==> config.mk <==
export PLATFORM = sky130hd
export DESIGN_NAME = lsw_chan_supervisor
export DESIGN_NICKNAME = d
export VERILOG_FILES = /design/src/rtl/lsw_sup_pkg.sv /design/src/rtl/lsw_sync2.sv /design/src/rtl/lsw_persist_timer.sv /design/src/rtl/lsw_fault_reg.sv /design/src/rtl/lsw_chan_supervisor.sv
export SDC_FILE = /design/constraint.sdc
export NUM_CORES = 1
export LEC_CHECK = 0
export BUFFER_PORTS_ARGS = -buffer_cell sky130_fd_sc_hd__buf_2
export CORE_ASPECT_RATIO = 0.7
export CORE_UTILIZATION = 42
export DETAILED_ROUTE_END_ITERATION = 7
export PLACE_DENSITY = 0.56
export SETUP_SLACK_MARGIN = 0.1
export SLEW_MARGIN = 20
export SYNTH_ARGS = -nofsm -noshare
export SYNTH_HDL_FRONTEND = slang
export SYNTH_SLANG_ARGS = --single-unit
==> constraint.sdc <==
create_clock -name clk_i -period 3.4 [get_ports clk_i]
set_input_delay 0.34 -clock clk_i [delete_from_list [all_inputs] [get_ports clk_i]]
set_output_delay 0.34 -clock clk_i [all_outputs]
set_load 0.005 [all_outputs]
==> src/rtl/lsw_sup_pkg.sv <==
package lsw_sup_pkg;
  typedef enum logic [1:0] {
    FLT_SHORT = 2'b00,
    FLT_OPEN  = 2'b01,
    FLT_OVL   = 2'b10,
    FLT_NONE  = 2'b11
  } fault_e;

  localparam int unsigned N_CHECKS = 3;
  localparam int unsigned CHK_OVL  = 0;
  localparam int unsigned CHK_SH   = 1;
  localparam int unsigned CHK_OL   = 2;
endpackage

==> src/rtl/lsw_sync2.sv <==
module lsw_sync2 #(
  parameter int unsigned W = 1,
  parameter logic [W-1:0] RST_VAL = '0
) (
  input  logic         clk_i,
  input  logic         rst_ni,
  input  logic [W-1:0] d_i,
  output logic [W-1:0] q_o
);
  logic [W-1:0] meta_q, sync_q;

  always_ff @(posedge clk_i or negedge rst_ni) begin
    if (!rst_ni) begin
      meta_q <= RST_VAL;
      sync_q <= RST_VAL;
    end else begin
      meta_q <= d_i;
      sync_q <= meta_q;
    end
  end

  assign q_o = sync_q;
endmodule

==> src/rtl/lsw_persist_timer.sv <==
module lsw_persist_timer #(
  parameter int unsigned DLY = 8
) (
  input  logic clk_i,
  input  logic rst_ni,
  input  logic active_i,
  output logic expired_o
);
  localparam int unsigned CW = $clog2(DLY + 1);
  localparam logic [CW-1:0] CNT_HIT = CW'(DLY - 1);
  localparam logic [CW-1:0] CNT_SAT = CW'(DLY);

  logic [CW-1:0] cnt_q;

  // saturate one past the hit value so a long run trips once
  always_ff @(posedge clk_i or negedge rst_ni) begin
    if (!rst_ni)              cnt_q <= '0;
    else if (!active_i)       cnt_q <= '0;
    else if (cnt_q != CNT_SAT) cnt_q <= cnt_q + 1'b1;
  end

  assign expired_o = active_i && (cnt_q == CNT_HIT);

  a_r10_single_trip: assert property (@(posedge clk_i) disable iff (!rst_ni)
    expired_o |=> !expired_o);
endmodule

==> src/rtl/lsw_fault_reg.sv <==
module lsw_fault_reg
  import lsw_sup_pkg::*;
(
  input  logic       clk_i,
  input  logic       rst_ni,
  input  logic       uv_i,
  input  logic       ovl_trip_i,
  input  logic       sh_trip_i,
  input  logic       ol_trip_i,
  input  logic       clr_i,
  output logic [1:0] code_o
);
  fault_e code_q;

  always_ff @(posedge clk_i or negedge rst_ni) begin
    if (!rst_ni)         code_q <= FLT_NONE;
    else if (uv_i)       code_q <= FLT_NONE;
    else if (sh_trip_i)  code_q <= FLT_SHORT;
    else if (ol_trip_i)  code_q <= FLT_OPEN;
    else if (ovl_trip_i) code_q <= FLT_OVL;
    else if (clr_i)      code_q <= FLT_NONE;
  end

  assign code_o = code_q;

  a_r1_uv_clears: assert property (@(posedge clk_i) disable iff (!rst_ni)
    uv_i |=> code_o == FLT_NONE);
  a_r6_short_recorded: assert property (@(posedge clk_i) disable iff (!rst_ni)
    (sh_trip_i && !uv_i) |=> code_o == FLT_SHORT);
  a_r9_clear_idle: assert property (@(posedge clk_i) disable iff (!rst_ni)
    (clr_i && !uv_i && !sh_trip_i && !ol_trip_i && !ovl_trip_i) |=> code_o == FLT_NONE);
  a_r8_hold_idle: assert property (@(posedge clk_i) disable iff (!rst_ni)
    (!clr_i && !uv_i && !sh_trip_i && !ol_trip_i && !ovl_trip_i) |=> $stable(code_o));
endmodule

==> src/rtl/lsw_chan_supervisor.sv <==
module lsw_chan_supervisor
  import lsw_sup_pkg::*;
#(
  parameter int unsigned OVL_DLY = 10000,
  parameter int unsigned OL_DLY  = 6250,
  parameter int unsigned SH_DLY  = 3750
) (
  input  logic       clk_i,
  input  logic       rst_ni,
  input  logic       cmd_ni,
  input  logic       uv_i,
  input  logic       ovl_flag_i,
  input  logic       ol_flag_i,
  input  logic       sh_flag_i,
  input  logic       clr_fault_i,
  output logic       gate_en_o,
  output logic [1:0] fault_code_o
);
  localparam int unsigned SW = 4;

  logic [SW-1:0] raw, syn;
  logic cmd_on, ovl_s, ol_s, sh_s;
  logic latch_q;
  logic [N_CHECKS-1:0] act, trip;

  assign raw = {cmd_ni, ovl_flag_i, ol_flag_i, sh_flag_i};

  lsw_sync2 #(.W(SW), .RST_VAL(4'b1000)) u_sync (
    .clk_i (clk_i),
    .rst_ni(rst_ni),
    .d_i   (raw),
    .q_o   (syn)
  );

  assign cmd_on = ~syn[3];
  assign ovl_s  = syn[2];
  assign ol_s   = syn[1];
  assign sh_s   = syn[0];

  assign gate_en_o = cmd_on & ~latch_q & ~uv_i;

  // mode qualification; short holds the open-load count in restart
  assign act[CHK_OVL] = gate_en_o & ovl_s;
  assign act[CHK_SH]  = ~cmd_on & ~uv_i & sh_s;
  assign act[CHK_OL]  = ~cmd_on & ~uv_i & ol_s & ~sh_s;

  for (genvar g = 0; g < N_CHECKS; g++) begin : g_chk
    localparam int unsigned D = (g == CHK_OVL) ? OVL_DLY :
                                (g == CHK_SH)  ? SH_DLY  : OL_DLY;
    lsw_persist_timer #(.DLY(D)) u_tmr (
      .clk_i    (clk_i),
      .rst_ni   (rst_ni),
      .active_i (act[g]),
      .expired_o(trip[g])
    );
  end

  always_ff @(posedge clk_i or negedge rst_ni) begin
    if (!rst_ni)             latch_q <= 1'b0;
    else if (uv_i)           latch_q <= 1'b0;
    else if (trip[CHK_OVL])  latch_q <= 1'b1;
    else if (!cmd_on)        latch_q <= 1'b0;
  end

  lsw_fault_reg u_freg (
    .clk_i     (clk_i),
    .rst_ni    (rst_ni),
    .uv_i      (uv_i),
    .ovl_trip_i(trip[CHK_OVL]),
    .sh_trip_i (trip[CHK_SH]),
    .ol_trip_i (trip[CHK_OL]),
    .clr_i     (clr_fault_i),
    .code_o    (fault_code_o)
  );

  a_r3_trip_kills_gate: assert property (@(posedge clk_i) disable iff (!rst_ni)
    (trip[CHK_OVL] && !uv_i) |=> !gate_en_o);
  a_r4_latch_holds: assert property (@(posedge clk_i) disable iff (!rst_ni)
    (latch_q && cmd_on && !uv_i) |=> latch_q);
  a_r7_modes_exclusive: assert property (@(posedge clk_i) disable iff (!rst_ni)
    !(trip[CHK_OVL] && (trip[CHK_SH] || trip[CHK_OL])));
  a_r6_short_blocks_open: assert property (@(posedge clk_i) disable iff (!rst_ni)
    sh_s |-> !trip[CHK_OL]);
endmodule

* Word-level counts from Yosys, hierarchy flattened
Index checks and enable logic that the tools add are counted.
W data, S select, Z words.
** Storage, ports and cells
- Word-level logic and storage cells :: 49
- Input bits :: 8
- Output and inout port bits :: 3
- Register bits after elaboration :: 50
** Cells by class
- Bitwise operators :: 11
- Reductions and logical operators :: 5
- Equality and inequality tests :: 9
- Muxes and demuxes :: 14
- $add $sub $neg :: 3
** Operators by type and width (number)
- $mux W14 :: 2
- $mux W13 :: 2
- $mux W12 :: 2
- $add A14 B1 Y14 const B :: 1
- $eq A14 B14 Y1 const B :: 1
- $ne A14 B14 Y1 const B :: 1
- $add A13 B1 Y13 const B :: 1
- $eq A13 B13 Y1 const B :: 1
- $ne A13 B13 Y1 const B :: 1
- $add A12 B1 Y12 const B :: 1
- $eq A12 B12 Y1 const B :: 1
- $ne A12 B12 Y1 const B :: 1
- $mux W2 :: 5
- $and A1 B1 Y1 :: 7
- $ne A2 B2 Y1 const B :: 3
- $reduce_bool A5 Y1 :: 1
- $not A1 Y1 :: 4
- $logic_and A1 B1 Y1 :: 3
- $mux W1 :: 3
- $reduce_bool A3 Y1 :: 1

* Depth between registers and ports, before layout
- Word-level depth :: 9
- Depth in mapped cells :: 6
- Gate-level depth less buffers :: 6

* Cells and area by module
Synthesis repeated with hierarchy kept, for this count alone.
** Second synthesis, totals
- Cells, all modules :: 252
- Area total of the unflattened synthesis :: 2626.3 sq um
** By module, submodules not included
- lsw_persist_timer at g_chk[0].u_tmr :: cells an instance 86, instances 1, seq. area each 350.3 sq um, area each 834.6 sq um
- lsw_persist_timer at g_chk[2].u_tmr :: cells an instance 71, instances 1, seq. area each 325.3 sq um, area each 757.0 sq um
- lsw_persist_timer at g_chk[1].u_tmr :: cells an instance 71, instances 1, seq. area each 300.3 sq um, area each 664.4 sq um
- lsw_sync2 :: cells an instance 8, instances 1, seq. area each 202.7 sq um, area each 202.7 sq um
- lsw_fault_reg :: cells an instance 8, instances 1, seq. area each 52.6 sq um, area each 88.8 sq um
- lsw_chan_supervisor :: cells an instance 8, instances 1, seq. area each 25.0 sq um, area each 78.8 sq um

* Worst setup path before layout
Ideal clock, no wire load.
- Path type :: register to register
- Start :: register g_chk[0].u_tmr.cnt_q[5]
- End :: register u_freg.code_q[1] (netlist: u_freg.code_o[1])
- Clock period less this slack :: 1.571 ns
- Library setup time :: 0.081 ns
- Cell stages (with the launch flop) :: 5
- Buffers on the path :: 0
- Data arrival time :: 1.490 ns
- Setup slack :: 1.829 ns
- Required time :: 3.319 ns
- Cell sequence :: dfrtp_1 nor4_4 nand3_1 or4_4 a211oi_2
** On the way
- Longest elaborated chain between the ends :: 6
- Elaborated cells on any way between the ends :: 7
- Those cells by class :: eq/ne: 1; mux: 4; reduce/logical: 2
** Ends and longest elaborated chain
- start: declaration :: line lsw_persist_timer.sv:13 : logic [CW-1:0] cnt_q;
- start signal: assignment :: line lsw_persist_timer.sv:19 : else if (cnt_q != CNT_SAT) cnt_q <= cnt_q + 1'b1;
- $eq A14 B14 Y1 (*) :: line lsw_persist_timer.sv:22 : assign expired_o = active_i && (cnt_q == CNT_HIT);
- $logic_and A1 B1 Y1 (*) :: line lsw_persist_timer.sv:22
- $mux W2 :: line lsw_fault_reg.sv:20 : else if (ovl_trip_i) code_q <= FLT_OVL;
- $mux W2 :: line lsw_fault_reg.sv:19 : else if (ol_trip_i) code_q <= FLT_OPEN;
- $mux W2 :: line lsw_fault_reg.sv:18 : else if (sh_trip_i) code_q <= FLT_SHORT;
- $mux W2 :: line lsw_fault_reg.sv:17 : else if (uv_i) code_q <= FLT_NONE;
- end signal: assignment :: line lsw_fault_reg.sv:17
- end signal: assignment :: line lsw_fault_reg.sv:18
- end signal: assignment :: line lsw_fault_reg.sv:19
- end: declaration :: line lsw_fault_reg.sv:13 : fault_e code_q;
Mark *: on every way between the ends. The rest lies on a longest branch, timed or not.
A chain may end at the register's enable or synchronous reset.

* Worst setup path after layout
- Start :: register latch_q
- End :: register u_freg.code_q[1] (netlist: u_freg.code_o[1])
** On the way
- Longest elaborated chain between the ends :: 9
- Elaborated cells on any way between the ends :: 10
- Those cells by class :: mux: 4; bitwise: 4; reduce/logical: 2
** Ends and longest elaborated chain
- start: declaration :: line lsw_chan_supervisor.sv:23 : logic latch_q;
- start signal: assignment :: line lsw_chan_supervisor.sv:59 : if (!rst_ni) latch_q <= 1'b0;
- start signal: assignment :: line lsw_chan_supervisor.sv:60 : else if (uv_i) latch_q <= 1'b0;
- start signal: assignment :: line lsw_chan_supervisor.sv:61 : else if (trip[CHK_OVL]) latch_q <= 1'b1;
- $not A1 Y1 (*) :: line lsw_chan_supervisor.sv:40 : assign gate_en_o = cmd_on & ~latch_q & ~uv_i;
- $and A1 B1 Y1 (*) (2 in series) :: line lsw_chan_supervisor.sv:40
- $and A1 B1 Y1 (*) :: line lsw_chan_supervisor.sv:43 : assign act[CHK_OVL] = gate_en_o & ovl_s;
- $logic_and A1 B1 Y1 (*) :: line lsw_persist_timer.sv:22
- $mux W2 :: line lsw_fault_reg.sv:20
- $mux W2 :: line lsw_fault_reg.sv:19
- $mux W2 :: line lsw_fault_reg.sv:18
- $mux W2 :: line lsw_fault_reg.sv:17
Marked as above.

==> flow_summary.yaml <==
setup_path:
  r2r-end: "u_freg.code_o[1]$_DFFE_PN1P_"
  reg2reg_slack_ns: 1.53
  worstPathMaxFanout: 15
  rr_worst_depth: 4
  worstPathRequired_ns: 3.62
  endpoint_kind: "flip-flop"
  r2r_start: "latch_q$_DFFE_PN0P_"
  start_kind: "flip-flop"
  cp_data_arrival_time_ns: 2.09
  crit_type: "flip-flop to flip-flop"
power:
  power_frac_seq_pct: 63.3
  intPower_uw: 748
  total_power_uw: 958
  netSwitchingFraction_pct: 21.9
  switching_power_uw: 210
  powerDensity_mw_per_mm2: 362
  vdd_ir_drop_max_mv: 0.248
  leakage_uw: 0.00106
  combPwrFrac_pct: 3.2
  pwr-share-clk_pct: 33.6
cts:
  numCtsBuffers: 5
  cts_setup_buffers: 0
  cts_sinks: 50
  ctsResizeCount: 0
  cts_hold_buf: 0
  cts_tree: "built"
  h-tree-depth: 2
  worstSkewPairLatency_ns: 0.29
  clkTransAtPathRegs_ns: 0.09
  root_buffer: "clkbuf_8"
  clock_path_buffers: 2
floorplan:
  ios: 11
  initial_utilization_pct: 45.1
  die_x_um: 93.0
  num_rows: 22
  die_area_mm2: 0.00610
  core-area_mm2: 0.00540
  die_y_um: 65.7
drt:
  wire_per_inst_um: 13.8
  route.detailed.drc: 0
  via_per_inst: 5.16
  drtIter0Drc: 38
  vias: 1651
  drt_first_pass_iters: 4
  drtAntennaViolNets: 0
  postRouteWirelength_mm: 4.43
placement:
  port_buffers: 10
  post-dp-hpwl_mm: 3.20
  gp_congestion: 0.778
  dp_slack_ns: 1.51
min_path:
  min-delay-path-class: "input port to async pin"
synth:
  synthAdderAreaFrac_pct: 4.12
  netlist.top_cell.by_area: "dfrtp_1"
  synth_top_area_share_pct: 47.3
  synth_top_family_by_area: "simple AND/OR/NAND/NOR gates"
  synth-simple-area-share_pct: 27.4
  muxShareOfSynthArea_pct: 0.412
  yosys.cell_count.top_type: "dfrtp_1"
  postSynthCellCount: 234
  synth.net_count: 250
  synth_xor_area_share_pct: 10.4
  synth_compound_area_share_pct: 4.12
  syn_avg_cell_area_um2: 10.4
  async_flop_share_pct: 100
  yosysUniqueCellTypes: 36
  syn-cell-area_mm2: 0.00243
  synth_edf_count: 0
  yosys-top-cells-count: "dfrtp_1, nor2_1, nand4_1, xor2_1, xnor2_1"
  ys.flop_type: "dfrtp_1"
  synth.top_cells.by_area: "dfrtp_1, nor2_1, xor2_1, xnor2_1, nand4_1"
  ys_warn_count: 0
  synth-seq-area-share_pct: 51.6
  synth_seq_cells: 50
timing:
  report.final.slew_viol_count: 0
  worst_pin_slew_ns: 0.588
  period_share_pct: 55.0
  fin_setup_tns_ns: 0
  hold_slack_ns: -0.0128
  finalCriticalPeriod_ns: 1.87
  setup_viol: 0
  setup_ws_ns: 1.53
  max_freq_mhz: 535
  rsz0062_at_grt: "false"
  hold_viol_final: 19
  maxSlewHeadroom_pct: 60.7
  fin_skew_ns: 0.00520
final_layout:
  layout.nets: 264
  area_growth_pct: 8.69
  drive_gt1_share_pct: 11.7
  fill_cells: 552
  num_antenna_cells: 0
global_routing:
  grt_overflow: 0
  grt_pass1_wl_mm: 7.73
  grt_pass1_vias: 1633
  grt_max_degree: 32
  antenna_found_initial: 0
  grt_usage_pct: 16.5
run_status:
  status: "complete, but fails checks"
  violations: "hold timing"
job:
  maxCapViolations: 0
-- per-stage QoR --
stage          cells  instance area (um2)  hold WS [ns]  utilization (%)
5_1_grt          320                 2640        0.0181             49.0
3_3_place_gp     313                 2560         0.322             47.5
6_report         320                 2640       -0.0128             49.0
2_1_floorplan    234                 2430        0.0444                -
3_5_place_dp     313                 2560         0.323             47.5
4_1_cts          320                 2640       0.00178             49.0
-- power by group through the flow --
stage                     Clock (uW)  Combinational, uW  Sequential (uW)
after floorplan                    0               10.8              617
final                            322               30.3              606
after global placement             0               31.6              618
after CTS                        337               32.0              606
after global routing             354               36.2              607
after detailed placement           0               31.9              618
-- flip-flops by register name, indices dropped and copies added (netlist names) --
signal             count
g_chk.u_tmr.cnt_q     39
latch_q                1
u_freg.code_o          2
u_sync.meta_q          4
u_sync.q_o             4
-- how the worst max path moves through the flow --
stage                                         from                            to  slack (ns)
2_1_floorplan  g_chk[0].u_tmr.cnt_q[5]$_DFFE_PN0P_  u_freg.code_o[1]$_DFFE_PN1P_        1.83
3_3_place_gp                                  uv_i  u_freg.code_o[1]$_DFFE_PN1P_        1.54
3_5_place_dp                                  uv_i  u_freg.code_o[1]$_DFFE_PN1P_        1.51
4_1_cts                        latch_q$_DFFE_PN0P_  u_freg.code_o[1]$_DFFE_PN1P_        1.52
5_1_grt                        latch_q$_DFFE_PN0P_  u_freg.code_o[1]$_DFFE_PN1P_        1.41
6_report                       latch_q$_DFFE_PN0P_  u_freg.code_o[1]$_DFFE_PN1P_        1.53
-- worst max-delay path: stages (launching register included) --
cell and delay, ns:
dfrtp_1 0.40, nor3_2 0.20, nand2_1 0.33, or4_4 0.64
a211oi_2 0.22
-- final cells by class --
type                            instances  area [um2]  share of cell area [%]
Clock inverter                          2        10.0                   0.379
Inverter                                8        30.0                    1.14
Timing Repair Buffer                   11        57.6                    2.18
Tap cell                               72        90.1                    3.41
Multi-Input combinational cell        172        1130                    42.8
Clock buffer                            5        68.8                    2.60
Sequential cell                        50        1260                    47.5
-- placed cells by master (no fill, tap or decap), types with 2 or more instances in the layout --
cell and n:
dfstp_2 4, and3_2 2, nand2b_1 3, a211oi_1 2, clkbuf_8 5, buf_2 10
dfrtp_1 46, nor2b_1 2, nand3b_1 3, and4_1 3, inv_1 8, and2_1 2
nor3_1 7, nor2_1 36, or3_1 2, nor4b_1 2, a21oi_1 6, clkinv_2 2
nor4bb_1 5, o21ai_0 4, ha_1 8, and3_1 6, nand3_1 13, xor2_1 15
xnor2_1 14, nand4_1 17, nand2_1 9
-- cells by family (layout without fill, tap and decap cells) --
kind of cell               Yosys count  after routing
AOI/OAI and AO/OA                   16             16
xor gates and xnor gates            29             29
adders and majority gates            8              8
buffers and inverters               12             26
DFF                                 50             50
muxes                                1              1
and+or+nand+nor                    118            118
-- routing by layer --
| layer | part of all wire, % | track usage, % | vias to the layer above |
|---|---|---|---|
| met3 | 3.3 | 3.82 | 2 |
| met2 | 39 | 22.9 | 22 |
| li1 | - | - | 848 |
| met1 | 57 | 25.8 | 779 |
| met5 | 0 | 0 | - |
| met4 | 0.43 | 3.46 | 0 |
Note: power is estimated with default switching activity, not from simulation.
